<file path="src/rtl/jid_pkg.sv">
package jid_pkg;

    localparam int OP_BITS  = 8;
    localparam int CNT_W    = $clog2(OP_BITS);
    localparam int ID_BYTES = 4;
    localparam int IDX_W    = $clog2(ID_BYTES + 1);

    localparam logic [OP_BITS-1:0] JID_OPCODE = 8'h9F;

    typedef enum logic [1:0] {
        ST_OPCODE = 2'd0,
        ST_STREAM = 2'd1,
        ST_MUTE   = 2'd2
    } jid_state_e;

    typedef struct packed {
        logic cs_n;
        logic rise;
        logic fall;
        logic si;
    } jid_pins_t;

    // Byte of the identification stream at a given index; past the
    // three programmed bytes everything reads as zero.
    function automatic logic [7:0] jid_byte_sel(
        input logic [IDX_W-1:0] idx,
        input logic [7:0]       mfr,
        input logic [7:0]       dev_hi,
        input logic [7:0]       dev_lo
    );
        case (idx)
            IDX_W'(0): return mfr;
            IDX_W'(1): return dev_hi;
            IDX_W'(2): return dev_lo;
            default:   return 8'h00;
        endcase
    endfunction

endpackage

</file>
<file path="src/rtl/jid_sync.sv">
module jid_sync
    import jid_pkg::*;
#(
    parameter int STAGES = 2
) (
    input  logic      clk,
    input  logic      rst,
    input  logic      cs_n,
    input  logic      sck,
    input  logic      si,
    output jid_pins_t pins
);

    logic [STAGES-1:0] cs_q;
    logic [STAGES-1:0] sck_q;
    logic [STAGES-1:0] si_q;
    logic              sck_last;

    for (genvar i = 0; i < STAGES; i++) begin : g_stage
        if (i == 0) begin : g_first
            always_ff @(posedge clk) begin
                if (rst) begin
                    cs_q[0]  <= 1'b1;
                    sck_q[0] <= 1'b0;
                    si_q[0]  <= 1'b0;
                end else begin
                    cs_q[0]  <= cs_n;
                    sck_q[0] <= sck;
                    si_q[0]  <= si;
                end
            end
        end else begin : g_next
            always_ff @(posedge clk) begin
                if (rst) begin
                    cs_q[i]  <= 1'b1;
                    sck_q[i] <= 1'b0;
                    si_q[i]  <= 1'b0;
                end else begin
                    cs_q[i]  <= cs_q[i-1];
                    sck_q[i] <= sck_q[i-1];
                    si_q[i]  <= si_q[i-1];
                end
            end
        end
    end

    always_ff @(posedge clk) begin
        if (rst) sck_last <= 1'b0;
        else     sck_last <= sck_q[STAGES-1];
    end

    always_comb begin
        pins.cs_n = cs_q[STAGES-1];
        pins.rise = sck_q[STAGES-1] & ~sck_last;
        pins.fall = ~sck_q[STAGES-1] & sck_last;
        pins.si   = si_q[STAGES-1];
    end

endmodule

</file>
<file path="src/rtl/jid_cmd_rx.sv">
module jid_cmd_rx
    import jid_pkg::*;
(
    input  logic       clk,
    input  logic       rst,
    input  logic       cs_s,
    input  logic       rise_s,
    input  logic       si_s,
    output jid_state_e state
);

    logic [OP_BITS-2:0] op_q;
    logic [CNT_W-1:0]   cnt_q;
    logic [OP_BITS-1:0] op_full;

    assign op_full = {op_q, si_s};

    always_ff @(posedge clk) begin
        if (rst || cs_s) begin
            state <= ST_OPCODE;
            op_q  <= '0;
            cnt_q <= '0;
        end else if (state == ST_OPCODE && rise_s) begin
            op_q  <= op_full[OP_BITS-2:0];
            cnt_q <= cnt_q + CNT_W'(1);
            if (cnt_q == CNT_W'(OP_BITS - 1)) begin
                state <= (op_full == JID_OPCODE) ? ST_STREAM : ST_MUTE;
            end
        end
    end

endmodule

</file>
<file path="src/rtl/jid_tx.sv">
module jid_tx
    import jid_pkg::*;
#(
    parameter logic [7:0] MFR_ID    = 8'hC2,
    parameter logic [7:0] DEV_ID_HI = 8'h5A,
    parameter logic [7:0] DEV_ID_LO = 8'h3B
) (
    input  logic             clk,
    input  logic             rst,
    input  logic             cs_s,
    input  logic             fall_s,
    input  jid_state_e       state,
    output logic             drive,
    output logic             bit_out,
    output logic [IDX_W-1:0] byte_idx
);

    logic [2:0] bit_idx;
    logic [7:0] cur_byte;

    assign cur_byte = jid_byte_sel(byte_idx, MFR_ID, DEV_ID_HI, DEV_ID_LO);

    always_ff @(posedge clk) begin
        if (rst || cs_s || state != ST_STREAM) begin
            drive    <= 1'b0;
            bit_out  <= 1'b0;
            bit_idx  <= '0;
            byte_idx <= '0;
        end else if (fall_s) begin
            drive   <= 1'b1;
            bit_out <= cur_byte[3'd7 - bit_idx];
            bit_idx <= bit_idx + 3'd1;
            if (bit_idx == 3'd7 && byte_idx != IDX_W'(ID_BYTES)) begin
                byte_idx <= byte_idx + IDX_W'(1);
            end
        end
    end

endmodule

</file>
<file path="src/rtl/jedec_id_responder.sv">
module jedec_id_responder
    import jid_pkg::*;
#(
    parameter logic [7:0] MFR_ID      = 8'hC2,
    parameter logic [7:0] DEV_ID_HI   = 8'h5A,
    parameter logic [7:0] DEV_ID_LO   = 8'h3B,
    parameter int         SYNC_STAGES = 2
) (
    input  logic clk,
    input  logic rst,
    input  logic cs_n,
    input  logic sck,
    input  logic si,
    output logic so,
    output logic so_oe
);

    jid_pins_t        pins;
    logic             cs_s, rise_s, fall_s, si_s;
    jid_state_e       rx_state;
    logic             tx_drive;
    logic             tx_bit;
    logic [IDX_W-1:0] tx_byte_idx;

    jid_sync #(.STAGES(SYNC_STAGES)) sync_i (
        .clk (clk),
        .rst (rst),
        .cs_n(cs_n),
        .sck (sck),
        .si  (si),
        .pins(pins)
    );

    assign cs_s   = pins.cs_n;
    assign rise_s = pins.rise;
    assign fall_s = pins.fall;
    assign si_s   = pins.si;

    jid_cmd_rx cmd_i (
        .clk   (clk),
        .rst   (rst),
        .cs_s  (cs_s),
        .rise_s(rise_s),
        .si_s  (si_s),
        .state (rx_state)
    );

    jid_tx #(
        .MFR_ID   (MFR_ID),
        .DEV_ID_HI(DEV_ID_HI),
        .DEV_ID_LO(DEV_ID_LO)
    ) tx_i (
        .clk     (clk),
        .rst     (rst),
        .cs_s    (cs_s),
        .fall_s  (fall_s),
        .state   (rx_state),
        .drive   (tx_drive),
        .bit_out (tx_bit),
        .byte_idx(tx_byte_idx)
    );

    // The raw select gates the enable so a release floats the pin at once.
    assign so_oe = tx_drive & ~cs_n;
    assign so    = tx_bit & so_oe;

endmodule

</file>
<file path="config.mk">
export PLATFORM = sky130hd
export DESIGN_NAME = jedec_id_responder
export DESIGN_NICKNAME = d
export VERILOG_FILES = /design/src/rtl/jid_pkg.sv /design/src/rtl/jid_sync.sv /design/src/rtl/jid_cmd_rx.sv /design/src/rtl/jid_tx.sv /design/src/rtl/jedec_id_responder.sv
export SDC_FILE = /design/constraint.sdc
export NUM_CORES = 1
export LEC_CHECK = 0
export BUFFER_PORTS_ARGS = -buffer_cell sky130_fd_sc_hd__buf_2
export CAP_MARGIN = 20
export CORE_UTILIZATION = 25
export DETAILED_ROUTE_END_ITERATION = 12
export PLACE_DENSITY = 0.37
export SETUP_SLACK_MARGIN = 0.5
export SYNTH_ARGS = -nofsm -noshare
export SYNTH_HDL_FRONTEND = slang
export SYNTH_SLANG_ARGS = --single-unit
</file>
<file path="constraint.sdc">
create_clock -name clk -period 1.4 [get_ports clk]
set_clock_uncertainty 0.05 [all_clocks]
set_input_delay 0.28 -clock clk [delete_from_list [all_inputs] [get_ports clk]]
set_output_delay 0.28 -clock clk [all_outputs]
set_load 0.005 [all_outputs]
</file>
Word level (Yosys, flattened, before mapping)
Cells that the tools add are included.

Add/subtract/negate cells: 4. Multiply operators: 0. Divide/modulo/power cells: 0. Order comparisons: 1. Equal/unequal tests: 7. Shifts and indexed selects: 0. Muxes and demuxes: 4. Bitwise gates (word level): 7. Reductions and logical operators: 8.

Operators with widths (number): 8-bit one-hot mux with 3 select lines (1); 3-bit by 1-bit adder with 3-bit output, second input constant (3); 8-bit equality test, second input constant (1); 3-bit equality test, second input constant (2); 1-bit bitwise AND (4); 3-bit by 4-bit less-than comparator with 1-bit output, second input constant (1); 2-bit AND reduction (2); 1-bit binary-select mux with 3-bit select (1); 3-bit by 1-bit equality test with 1-bit output, second input constant (1); 3-bit by 2-bit equality test with 1-bit output, second input constant (1); 3-bit zero test (1); 3-bit != test, second input constant (1); 1-bit inverter (3); 3-bit subtractor, first input constant (1); 1-bit logical AND (2); 2-bit zero test (1); 1-bit logical OR (2); 2-bit two-way mux (1); 2-bit by 1-bit != test with 1-bit output, second input constant (1); 1-bit two-way mux (1).

Flip-flop bits (word level): 27. Bits in latches: 0. Memory bits (writable): 0. ROM bits: 0. Output and inout port bits: 2. Logic and storage cells: 45. Memories kept: 0.

Longest topological paths before layout
Depth after elaboration: 4. Gate-level depth with buffers: 6. Gate-level depth less buffers: 6.

Hierarchy
Synthesis repeated with hierarchy kept, for this count alone.

Cells, all modules: 115. Area total of the unflattened synthesis: 1151.1 sq um.

By module, submodules not included: jid_cmd_rx (times used 1, cells an instance 47, area each 483.0 sq um); jid_tx (times used 1, cells an instance 48, area each 441.7 sq um); jid_sync (times used 1, cells an instance 18, area each 211.5 sq um); jedec_id_responder (times used 1, cells an instance 2, area each 15.0 sq um).

Worst setup path before layout
OpenSTA, ideal clock, no wires.

Path kind: register to register. From: reg cmd_i.op_q[4]. To: reg cmd_i.state[1]. Setup time: 0.129 ns. Arrival time: 1.167 ns. Data required time: 1.221 ns. Setup slack: 0.054 ns. Cell stages (with the launch flop): 5. Buffers on the path: 0. Cells stage by stage: dfxtp_1 nand4b_1 or4b_4 a31oi_1 nor2_1.

Cells in the longest elaborated chain, start to end: 2.

RTL lines: start: declaration (line jid_cmd_rx.sv:12) `logic [OP_BITS-2:0] op_q;`; start signal: assignment (line jid_cmd_rx.sv:24) `op_q <= op_full[OP_BITS-2:0];`; 8-bit equality test (line jid_cmd_rx.sv:27) `state <= (op_full == JID_OPCODE) ? ST_STREAM : ST_MUTE;`; 2-bit two-way mux (line jid_cmd_rx.sv:27); end signal: assignment (line jid_cmd_rx.sv:27); end: declaration (line jid_cmd_rx.sv:9) `output jid_state_e state`.

Every way passes these cells. A chain may end at the register's enable or synchronous reset.

Final worst setup path
Same ends and word-level chain as after synthesis.

==> results.ini <==
[critical_path]
required_ns = 1.52
path_class = flop to flop
ff2ff_setup_slack_ns = -0.05
cp.arrival_ns = 1.58
cp-start-kind = flop
r2r-start = cmd_i.op_q[4]
reg2reg_depth = 4
cp-end-kind = flop
path_max_fanout = 2
reg2reg_to = cmd_i.state[1]

[final_layout]
fin_nets = 161
post_layout_nonfiller_instances = 199
n_fill_cell = 449
drive_gt1_frac = 0.476
antenna_cells = 0
areaGrowthSynthToFinish_pct = 34.7
regArea_um2 = 554
multiInputGateArea_um2 = 672

[synthesis]
syn_nets = 137
synth_cell_types = 31
synth_area_um2 = 1130
synth.top_cell.area_share = 0.479
synth_ff_type = dfxtp_1
syn_inst = 124
synth_common_cells = nand2_1 (29), dfxtp_1 (27), nor2_1 (10)
synth_area_leaders = dfxtp_1 (48%), nand2_1 (9.6%), ha_1 (8.9%)
synth_most_common_cell = nand2_1
synth_seq_cells = 27
yosysSeqAreaShare = 0.479
async_flop_share = 0
ys.warnings.count = 0
synth_top_area_cell = dfxtp_1
avgSynthCellArea_um2 = 9.10
synth_edf_count = 0

[timing]
report.final.hold_viol_count = 0
rsz0062_at_grt = yes
layout_setup_ws_ns = -0.0535
whs_ns = 0.161
max_freq_mhz = 688
setup_viol = 2
max_slew.worst_pin.slew_ns = 0.269
maxSlewViolCount = 0
post-route-period-util = 1.04
post-route-min-period_ns = 1.45
slew_headroom = 0.820

[floorplan]
io_pins = 7
num_rows = 24
die-area_um2 = 4790
dieWidth_um = 69.2
die_h_um = 69.2
start_util = 0.259
fp.coreArea_um2 = 4350

[worst_hold_path]
min_to = sync_i.sck_q[0]
hold_class = input pin to flop
whs_path_depth = 2
hold_start = sck

[clock_tree]
cts.sinks = 27
path_clk_slew_ns = 0.09
root_buffer = clkbuf_8
clockBufferDepth = 2
cts_hold_buf = 0
htreeDepth = 1
cts_tree = built
cts_buffers = 3
clock_latency_ns = 0.28

[placed_design]
port_buffers = 6
gp_congestion = 0.652
dp_hpwl_um = 1540
dp.cells = 189

[routing]
vias = 880
wl_per_cell_um = 12.0
wirelength_um = 2380
drc_errors = 0
ant_nets = 0
dr.pass1.iters = 4
vias_per_cell = 4.42
drt_iter0_markers = 25

[grt]
grt_pass1_vias = 915
track_usage = 0.110
grt_pass1_wl_um = 4180
antenna_found_initial = 0
grt_max_degree = 16
overflow = 0

[power_and_ir_drop]
vdd_drop_max_v = 0.000611
p_leak_nw = 0.541
powerDensity_nw_per_um2 = 843

[flow_run]
maxCapViolations = 0

[status]
status = finished, violations left
violations = negative setup slack

==> flip-flops by register name, indices dropped and copies added, names as in the netlist, 2 cells and up <==
register,flops
cmd_i.cnt_q,3
cmd_i.state,2
sync_i.pins,2
cmd_i.op_q,7
sync_i.sck_q,2
tx_i.byte_idx,3
tx_i.bit_idx,3
==> where the power goes <==
| part | internal, mW | switching, mW | total [mW] |
|---|---|---|---|
| sequential | 0.774 | 0.00327 | 0.778 |
| clock | 0.200 | 0.250 | 0.450 |
| combinational | 0.0280 | 0.0265 | 0.0545 |
==> cells by family (layout without fill, tap and decap cells) <==
kind of cell	count (synthesis)	in the layout	synth area share
flip-flops	27	27	0.479
AO/OA/AOI/OAI	17	17	0.0942
buffers and inverters	6	29	0.0222
AND/OR/NAND/NOR	61	61	0.276
multiplexers	1	1	0.00887
adder cells (fa/ha/maj)	8	8	0.0887
XOR/XNOR	4	4	0.0310
==> how the worst max path moves through the flow <==
stage,startpoint,end,slack (ns),cells after the start
after floorplan,cmd_i.op_q[4],cmd_i.state[0],0.1,4
after global placement,rst,tx_i.bit_idx[0],0.02,4
after detailed placement,rst,tx_i.bit_idx[2],0.002,4
after CTS,cmd_i.op_q[4],cmd_i.state[1],-0.006,4
after global routing,cmd_i.op_q[4],cmd_i.state[1],-0.1,4
final,cmd_i.op_q[4],cmd_i.state[1],-0.05,4
==> layout make-up <==
class                           count  area share
Clock buffer                        3      0.0272
Clock inverter                      1     0.00329
Inverter                            2     0.00494
Multi-Input combinational cell     91       0.442
Sequential cell                    27       0.365
Tap cell                           52      0.0428
Timing Repair Buffer               23       0.115
==> worst max-delay path, cell delays in order (launching register included) <==
cell      delay, ns
dfxtp_2        0.32
nand4b_1       0.18
or4b_4         0.54
a31oi_4        0.21
nor2_1         0.05
==> placed cells by master (no fill, tap or decap), drive strengths merged <==
cell,netlist,routed
nand2,29,29
dfxtp,27,27
buf,2,23
a21oi,12,12
nor2,11,11
ha,8,8
nor2b,6,6
xnor2,3,3
clkbuf,2,3
or2,3,3
inv,2,2
or4b,2,2
nand2b,2,2
or3b,2,2
o21ai,2,2
and2,1,1
nand4b,1,1
nor4b,1,1
a31oi,1,1
and2b,1,1
nand4,1,1
xor2,1,1
o221ai,1,1
o21ba,1,1
nand3,1,1
mux2i,1,1
clkinv,0,1
==> stage by stage <==
| stage | TNS, ns | util | setup WS [ns] | total power [mW] | cell area (um^2) |
|---|---|---|---|---|---|
| floorplan | 0 | - | 0.0975 | 0.823 | 1190 |
| global placement | 0 | 0.306 | 0.0219 | 0.845 | 1330 |
| detailed placement | 0 | 0.306 | 0.00224 | 0.844 | 1330 |
| CTS | -0.00803 | 0.339 | -0.00640 | 1.31 | 1480 |
| global route | -0.292 | 0.349 | -0.0973 | 1.35 | 1520 |
| finish | -0.0763 | 0.349 | -0.0535 | 1.28 | 1520 |
==> what timing repair did <==
action / CTS / global route
cloned: 1 / 0
pin swaps: 6 / 3
resized for setup: 22 / 9
buffers inserted: 4 / 1
setup endpoints to repair: 22 / 22
hold endpoints to repair: 0 / 0
==> metal layers <==
layer,up-vias,wire (um),GRT usage,share of wire
li1,457,-,-,-
met1,407,1130,0.143,0.48
met2,10,1140,0.168,0.48
met3,6,66,0.0349,0.028
met4,0,43,0.0476,0.018
met5,-,0,0,0
(Power assumes the default switching activity.)
